$ cat config.mk
export PLATFORM = sky130hd
export DESIGN_NAME = mc_addr_compose
export DESIGN_NICKNAME = d
export VERILOG_FILES = /design/src/rtl/mc_addr_pkg.sv /design/src/rtl/mc_prg_compose.sv /design/src/rtl/mc_chr_compose.sv /design/src/rtl/mc_data_select.sv /design/src/rtl/mc_addr_compose.sv
export SDC_FILE = /design/constraint.sdc
export NUM_CORES = 1
export LEC_CHECK = 0
export ABC_AREA = 1
export BUFFER_PORTS_ARGS = -buffer_cell sky130_fd_sc_hd__buf_2
export CAP_MARGIN = 20
export CORE_MARGIN = 2
export CORE_UTILIZATION = 25
export DETAILED_ROUTE_END_ITERATION = 12
export PLACE_DENSITY = 0.9
export SLEW_MARGIN = 30
export SYNTH_ARGS = -nofsm -noshare
export SYNTH_HDL_FRONTEND = slang
export SYNTH_SLANG_ARGS = --single-unit
$ cat constraint.sdc
create_clock -name vclk -period 0.8
set_clock_uncertainty 0.1 [all_clocks]
set_input_delay 0.08 -clock vclk [all_inputs]
set_output_delay 0.08 -clock vclk [all_outputs]
set_load 0.03 [all_outputs]
$ cat src/rtl/mc_addr_pkg.sv
package mc_addr_pkg;
  localparam int unsigned PRG_W      = 22;
  localparam int unsigned CHR_W      = 20;
  localparam int unsigned CPU_W      = 15;
  localparam int unsigned PPU_W      = 13;
  localparam int unsigned BASE_PRG_W = 5;   // A17..A13
  localparam int unsigned BASE_CHR_W = 8;   // A17..A10
  localparam int unsigned FIX_CHR_W  = 4;   // A16..A13
  localparam int unsigned DATA_W     = 8;
  localparam int unsigned JMP_W      = 2;
  localparam int unsigned PAGE_LSB   = 13;
  localparam int unsigned CHR_OUT_W  = 2;   // CHR A19..A18 from outer field

  typedef enum logic [1:0] {
    PM_BANKED  = 2'd0,
    PM_FIX16_A = 2'd1,
    PM_FIX16_B = 2'd2,
    PM_FIX32   = 2'd3
  } prg_mode_e;

  typedef struct packed {
    logic chr_a17_own;  // 7
    logic prg_a17_own;  // 6
    logic hi_a;         // 5: PRG A21, CHR A18
    logic hi_b;         // 4: PRG A20, CHR A19
    logic chr_a17;      // 3
    logic prg_a19;      // 2
    logic prg_a18;      // 1
    logic prg_a17;      // 0
  } outer_cfg_t;
endpackage

$ cat src/rtl/mc_prg_compose.sv
module mc_prg_compose
  import mc_addr_pkg::*;
(
  input  outer_cfg_t            outer_i,
  input  prg_mode_e             mode_i,
  input  logic [CPU_W-1:0]      cpu_addr_i,
  input  logic [BASE_PRG_W-1:0] base_bank_i,
  output logic                  base_a13_o,
  output logic                  base_a14_o,
  output logic [PRG_W-1:0]      prg_addr_o
);
  logic fixed_mode, wide_mode;

  assign fixed_mode = (mode_i != PM_BANKED);
  assign wide_mode  = (mode_i == PM_FIX32);

  // base controller sees page 0 of the window in fixed modes
  assign base_a13_o = fixed_mode ? 1'b0 : cpu_addr_i[13];
  assign base_a14_o = fixed_mode ? 1'b0 : cpu_addr_i[14];

  always_comb begin
    prg_addr_o                 = '0;
    prg_addr_o[PAGE_LSB-1:0]   = cpu_addr_i[PAGE_LSB-1:0];
    prg_addr_o[13]             = fixed_mode ? cpu_addr_i[13] : base_bank_i[0];
    prg_addr_o[14]             = wide_mode  ? cpu_addr_i[14] : base_bank_i[1];
    prg_addr_o[16:15]          = base_bank_i[3:2];
    prg_addr_o[17]             = outer_i.prg_a17_own ? outer_i.prg_a17 : base_bank_i[4];
    prg_addr_o[18]             = outer_i.prg_a18;
    prg_addr_o[19]             = outer_i.prg_a19;
    prg_addr_o[20]             = outer_i.hi_b;
    prg_addr_o[21]             = outer_i.hi_a;
  end
endmodule

$ cat src/rtl/mc_chr_compose.sv
module mc_chr_compose
  import mc_addr_pkg::*;
(
  input  outer_cfg_t            outer_i,
  input  logic                  fixed_i,
  input  logic [FIX_CHR_W-1:0]  fix_bank_i,
  input  logic [BASE_CHR_W-1:0] base_bank_i,
  input  logic [PPU_W-1:0]      ppu_addr_i,
  output logic [CHR_W-1:0]      chr_addr_o
);
  localparam int unsigned INNER_W = 17;  // A16..A0 inner span
  logic [INNER_W-1:0]   inner_banked, inner_fixed;
  logic [CHR_OUT_W-1:0] outer_src;

  assign inner_banked = {base_bank_i[BASE_CHR_W-2:0], ppu_addr_i[9:0]};
  assign inner_fixed  = {fix_bank_i, ppu_addr_i};
  assign outer_src    = {outer_i.hi_a, outer_i.hi_b};

  assign chr_addr_o[INNER_W-1:0] = fixed_i ? inner_fixed : inner_banked;
  assign chr_addr_o[17] = outer_i.chr_a17_own ? outer_i.chr_a17 : base_bank_i[BASE_CHR_W-1];

  // outer CHR bits land in reverse order relative to PRG
  for (genvar g = 0; g < CHR_OUT_W; g++) begin : g_chr_hi
    assign chr_addr_o[18+g] = outer_src[CHR_OUT_W-1-g];
  end
endmodule

$ cat src/rtl/mc_data_select.sv
module mc_data_select
  import mc_addr_pkg::*;
(
  input  logic              sel_i,
  input  logic              rd_i,
  input  logic [DATA_W-1:0] rom_i,
  input  logic [JMP_W-1:0]  jumper_i,
  output logic [DATA_W-1:0] data_o
);
  logic take_jmp;
  assign take_jmp = sel_i & rd_i;

  for (genvar g = 0; g < DATA_W; g++) begin : g_bit
    if (g < JMP_W) begin : g_jmp
      assign data_o[g] = take_jmp ? jumper_i[g] : rom_i[g];
    end else begin : g_pad
      assign data_o[g] = take_jmp ? 1'b0 : rom_i[g];
    end
  end
endmodule

$ cat src/rtl/mc_addr_compose.sv
module mc_addr_compose
  import mc_addr_pkg::*;
(
  input  logic [7:0]            outer_cfg_i,
  input  logic [1:0]            prg_mode_i,
  input  logic                  chr_fixed_i,
  input  logic [FIX_CHR_W-1:0]  chr_bank_i,
  input  logic                  jumper_sel_i,
  input  logic [CPU_W-1:0]      cpu_addr_i,
  input  logic                  cpu_rom_rd_i,
  input  logic [BASE_PRG_W-1:0] base_prg_bank_i,
  input  logic [BASE_CHR_W-1:0] base_chr_bank_i,
  input  logic [PPU_W-1:0]      ppu_addr_i,
  input  logic [DATA_W-1:0]     rom_data_i,
  input  logic [JMP_W-1:0]      jumper_i,
  output logic                  base_cpu_a13_o,
  output logic                  base_cpu_a14_o,
  output logic [PRG_W-1:0]      prg_addr_o,
  output logic [CHR_W-1:0]      chr_addr_o,
  output logic [DATA_W-1:0]     cpu_data_o
);
  outer_cfg_t outer;
  prg_mode_e  pmode;

  assign outer = outer_cfg_t'(outer_cfg_i);
  assign pmode = prg_mode_e'(prg_mode_i);

  mc_prg_compose u_prg (
    .outer_i     (outer),
    .mode_i      (pmode),
    .cpu_addr_i  (cpu_addr_i),
    .base_bank_i (base_prg_bank_i),
    .base_a13_o  (base_cpu_a13_o),
    .base_a14_o  (base_cpu_a14_o),
    .prg_addr_o  (prg_addr_o)
  );

  mc_chr_compose u_chr (
    .outer_i     (outer),
    .fixed_i     (chr_fixed_i),
    .fix_bank_i  (chr_bank_i),
    .base_bank_i (base_chr_bank_i),
    .ppu_addr_i  (ppu_addr_i),
    .chr_addr_o  (chr_addr_o)
  );

  mc_data_select u_data (
    .sel_i    (jumper_sel_i),
    .rd_i     (cpu_rom_rd_i),
    .rom_i    (rom_data_i),
    .jumper_i (jumper_i),
    .data_o   (cpu_data_o)
  );
endmodule

# Yosys cells after proc, flatten, opt, wreduce, memory -nomap -nowiden
# Cells that the tools add are included.
# classes
bitwise	1
eq_ne	1
add_sub_neg	0
shifts	0
mul	0
magnitude_cmp	0
reduce_logical	1
div_mod_pow	0
mux	15
# ops
op	count
$mux W17	1
$mux W1	14
$eq A2 B2 Y1 const B	1
$reduce_bool A2 Y1	1
$and A1 B1 Y1	1
# totals
mem_bits_ro	0
latch_bits	0
mem_count	0
mem_bits_rw	0
register_bits	0
inputBits	68
out_inout_bits	52

# Depth between registers and ports, before layout
# logic_depth
depth_word	2
depth_mapped	3
depth_no_buf	3

# Cells and area by module
# Synthesis repeated with hierarchy kept, for this count alone.
# unflattened
hier_cells	93
hier_area_um2	484.2
# modules_own_cells
mod	cells_per_inst	n_inst	area_per_inst_um2
mc_prg_compose	34	1	205.2
mc_chr_compose	39	1	198.9
mc_data_select	20	1	80.1

# Least setup slack after synthesis
# OpenSTA, ideal clock, no wires.
# synth_path
kind	in2out
from	input port jumper_sel_i
to	output port cpu_data_o[0]
path_stages	2
arrival_time_ns	0.860
n_path_buf	0
setup_slack_ns	-0.240
path_cell_list	nand2_1 -> o21ai_0
# synth_between
elab_chain_len	2
# synth_lines
element	line_no	text
start: declaration	mc_addr_compose.sv:8	input logic jumper_sel_i,
$and A1 B1 Y1	mc_data_select.sv:11	assign take_jmp = sel_i & rd_i;
$mux W1	mc_data_select.sv:15	assign data_o[g] = take_jmp ? jumper_i[g] : rom_i[g];
end: declaration	mc_addr_compose.sv:20	output logic [DATA_W-1:0] cpu_data_o
# No other way between the ends.

# Final worst setup path
# layout_path
from	input port cpu_rom_rd_i
to	output port cpu_data_o[1]
# layout_between
elab_chain_len	2
# layout_lines
element	line_no	text
start: declaration	mc_addr_compose.sv:10	input logic cpu_rom_rd_i,
$and A1 B1 Y1	mc_data_select.sv:11	
$mux W1	mc_data_select.sv:15	
# No other way between the ends.

==> reports/metrics.yaml <==
p_leak_nw: 0.4662
final_core_util: 0.3757
hold_path_class: "in2out"
ys_warn_count: 0
synth.avg_cell_area_um2: 5.417
crit_fanout: 5
synth.cell_area_um2: 493.0
gr-total-overflow: 0
arrival_ns: 0.60
io_buffers: 60
ys_types: 7
routedWlPerCell_um: 8.898
internal_power_uw: 216.4
rows: 16
hpwl_mm: 1.065
status: "finished, final reports clean"
startpoint_type: "input port"
max_freq_mhz: 1283
grt_pass1_wl_mm: 2.145
p_sw_uw: 290.6
fp.dieH_um: 48.41
rsz0062_at_grt: "yes"
seq_area_frac_synth: 0
synthXorXnorAreaFrac: 0
fp.dieW_um: 48.41
yosysTopAreaCellShare: 0.4721
pre_cts_ws_ns: -0.09760
worst_slack_ns: 0.02068
tightest_slew_ns: 0.1560
finalPower_uw: 507.0
yosysTopAreaCell: "buf_4"
area_delta_synth_final_pct: 44.92
muxShareOfSynthArea: 0
nets: 190
p_per_area_nw_per_um2: 709.7
synthCells: 91
finalNonFillerCells: 147
crit_type: "in2out"
first_pass_iters: 4
maxSlewHeadroom: 0.8967
boundaryPins: 120
grt_usage: 0.1048
num_antenna_cells: 0
num_vias: 605
antenna_left: 0
viasPerCell: 4.116
hold_viol_final: 0
flops_and_latches: 0
initial_core_util: 0.2592
seqPwrFrac: 0
globalplace.congestion: 0.6391
maxCapViolCount: 0
clkbuf_count: 0
synth-simple-area-share: 0.1904
post-route-period-util: 0.9741
placed_cells: 147
wirelength_mm: 1.308
grt_max_degree: 15
coreArea_um2: 1902
setup_viol: 0
synth-adder-area-share: 0
grt_pass1_vias: 539
p_sw_frac: 0.5732
multiInputGateArea_um2: 211.5
power_frac_clock: 0
fp.dieArea_um2: 2343
ys_top_cells_by_area: "buf_4 (47%), inv_1 (16%), nand2_1 (12%), o21ai_0 (10%), nor2_1 (6.9%)"
drive_above_1_share: 0.6333
first_iter_violations: 4
comb_power_share: 1.000
antenna_found_initial: 0
worstPathRequired_ns: 0.62
regArea_um2: 0
syn_nets: 159
finalMaxSlewViolations: 0
critPathCaptureType: "primary output"
fillerInstances: 195
fin_crit_ns: 0.7793
max-vdd-ir-drop_v: 0.0002720
synth_compound_area_frac: 0.1548
drc: 0
synth_top_family_by_area: "buffers and inverters"
-- area by class of cell --
type | count | share of cell area
multi-input cells | 38 | 0.2960
well taps | 27 | 0.04729
repair buffers | 61 | 0.5464
inverters | 21 | 0.1103
-- synthesized netlist by cell type, drive strengths merged --
library cell   n
o21ai         13
buf           32
nor2           9
inv           21
nand2         16
-- worst max-delay path: stages --
cell     delay [ns]
buf_6          0.07
nand2_4        0.06
buf_4          0.13
o21ai_2        0.11
buf_6          0.14
-- power groups by stage --
stage,Combinational [mW],Clock (mW),Sequential (mW)
CTS,0.471,0,0
global route,0.548,0,0
floorplan,0.550,0,0
detailed placement,0.431,0,0
finish,0.507,0,0
global placement,0.426,0,0
-- stage by stage --
stage	cell area, um^2	TNS (ns)	hold slack [ns]
after detailed placement	599.3	-1.274	0.06020
after global routing	714.4	-0.04634	0.06004
after floorplan	501.7	-0.6794	0.1819
after global placement	599.3	-0.9825	0.06020
final	714.4	0	0.06001
after CTS	656.9	0	0.06020
-- per-layer routing --
layer	vias to the layer above	global-route usage	part of all wire
met5	-	0	0
met4	0	0.02381	0.016
met3	4	0.06173	0.20
met2	69	0.2060	0.48
met1	240	0.08902	0.31
li1	292	-	-
-- worst paths after layout --
path	slack, ns	startpoint	endpoint	cells past startpoint
max	0.02	cpu_rom_rd_i	cpu_data_o[1]	5
min	0.06	ppu_addr_i[1]	chr_addr_o[1]	0
-- kinds of logic (layout without fill, tap and decap cells) --
kind of cell / Yosys count / count (layout)
AOI/OAI and AO/OA: 13 / 13
buffers and inverters: 53 / 82
and+or+nand+nor: 25 / 25
-- cells in the final DEF, fill, tap and decap left out --
cell / n
buf_8: 1
buf_2: 42
nor2_2: 5
nor2_4: 2
buf_4: 10
nor2_1: 2
inv_2: 2
nand2_1: 14
buf_6: 8
nand2_4: 1
nand2_2: 1
inv_1: 19
o21ai_1: 9
o21ai_2: 4
-- what timing repair did --
item / 4_1_cts / 5_1_grt
pin swaps: 2 / 3
setup buffers: 0 / 0
resized for setup: 20 / 22
endpoints found under the setup margin: 18 / 16
hold buffers: 0 / 0
Power figures use the tool's default switching activity.
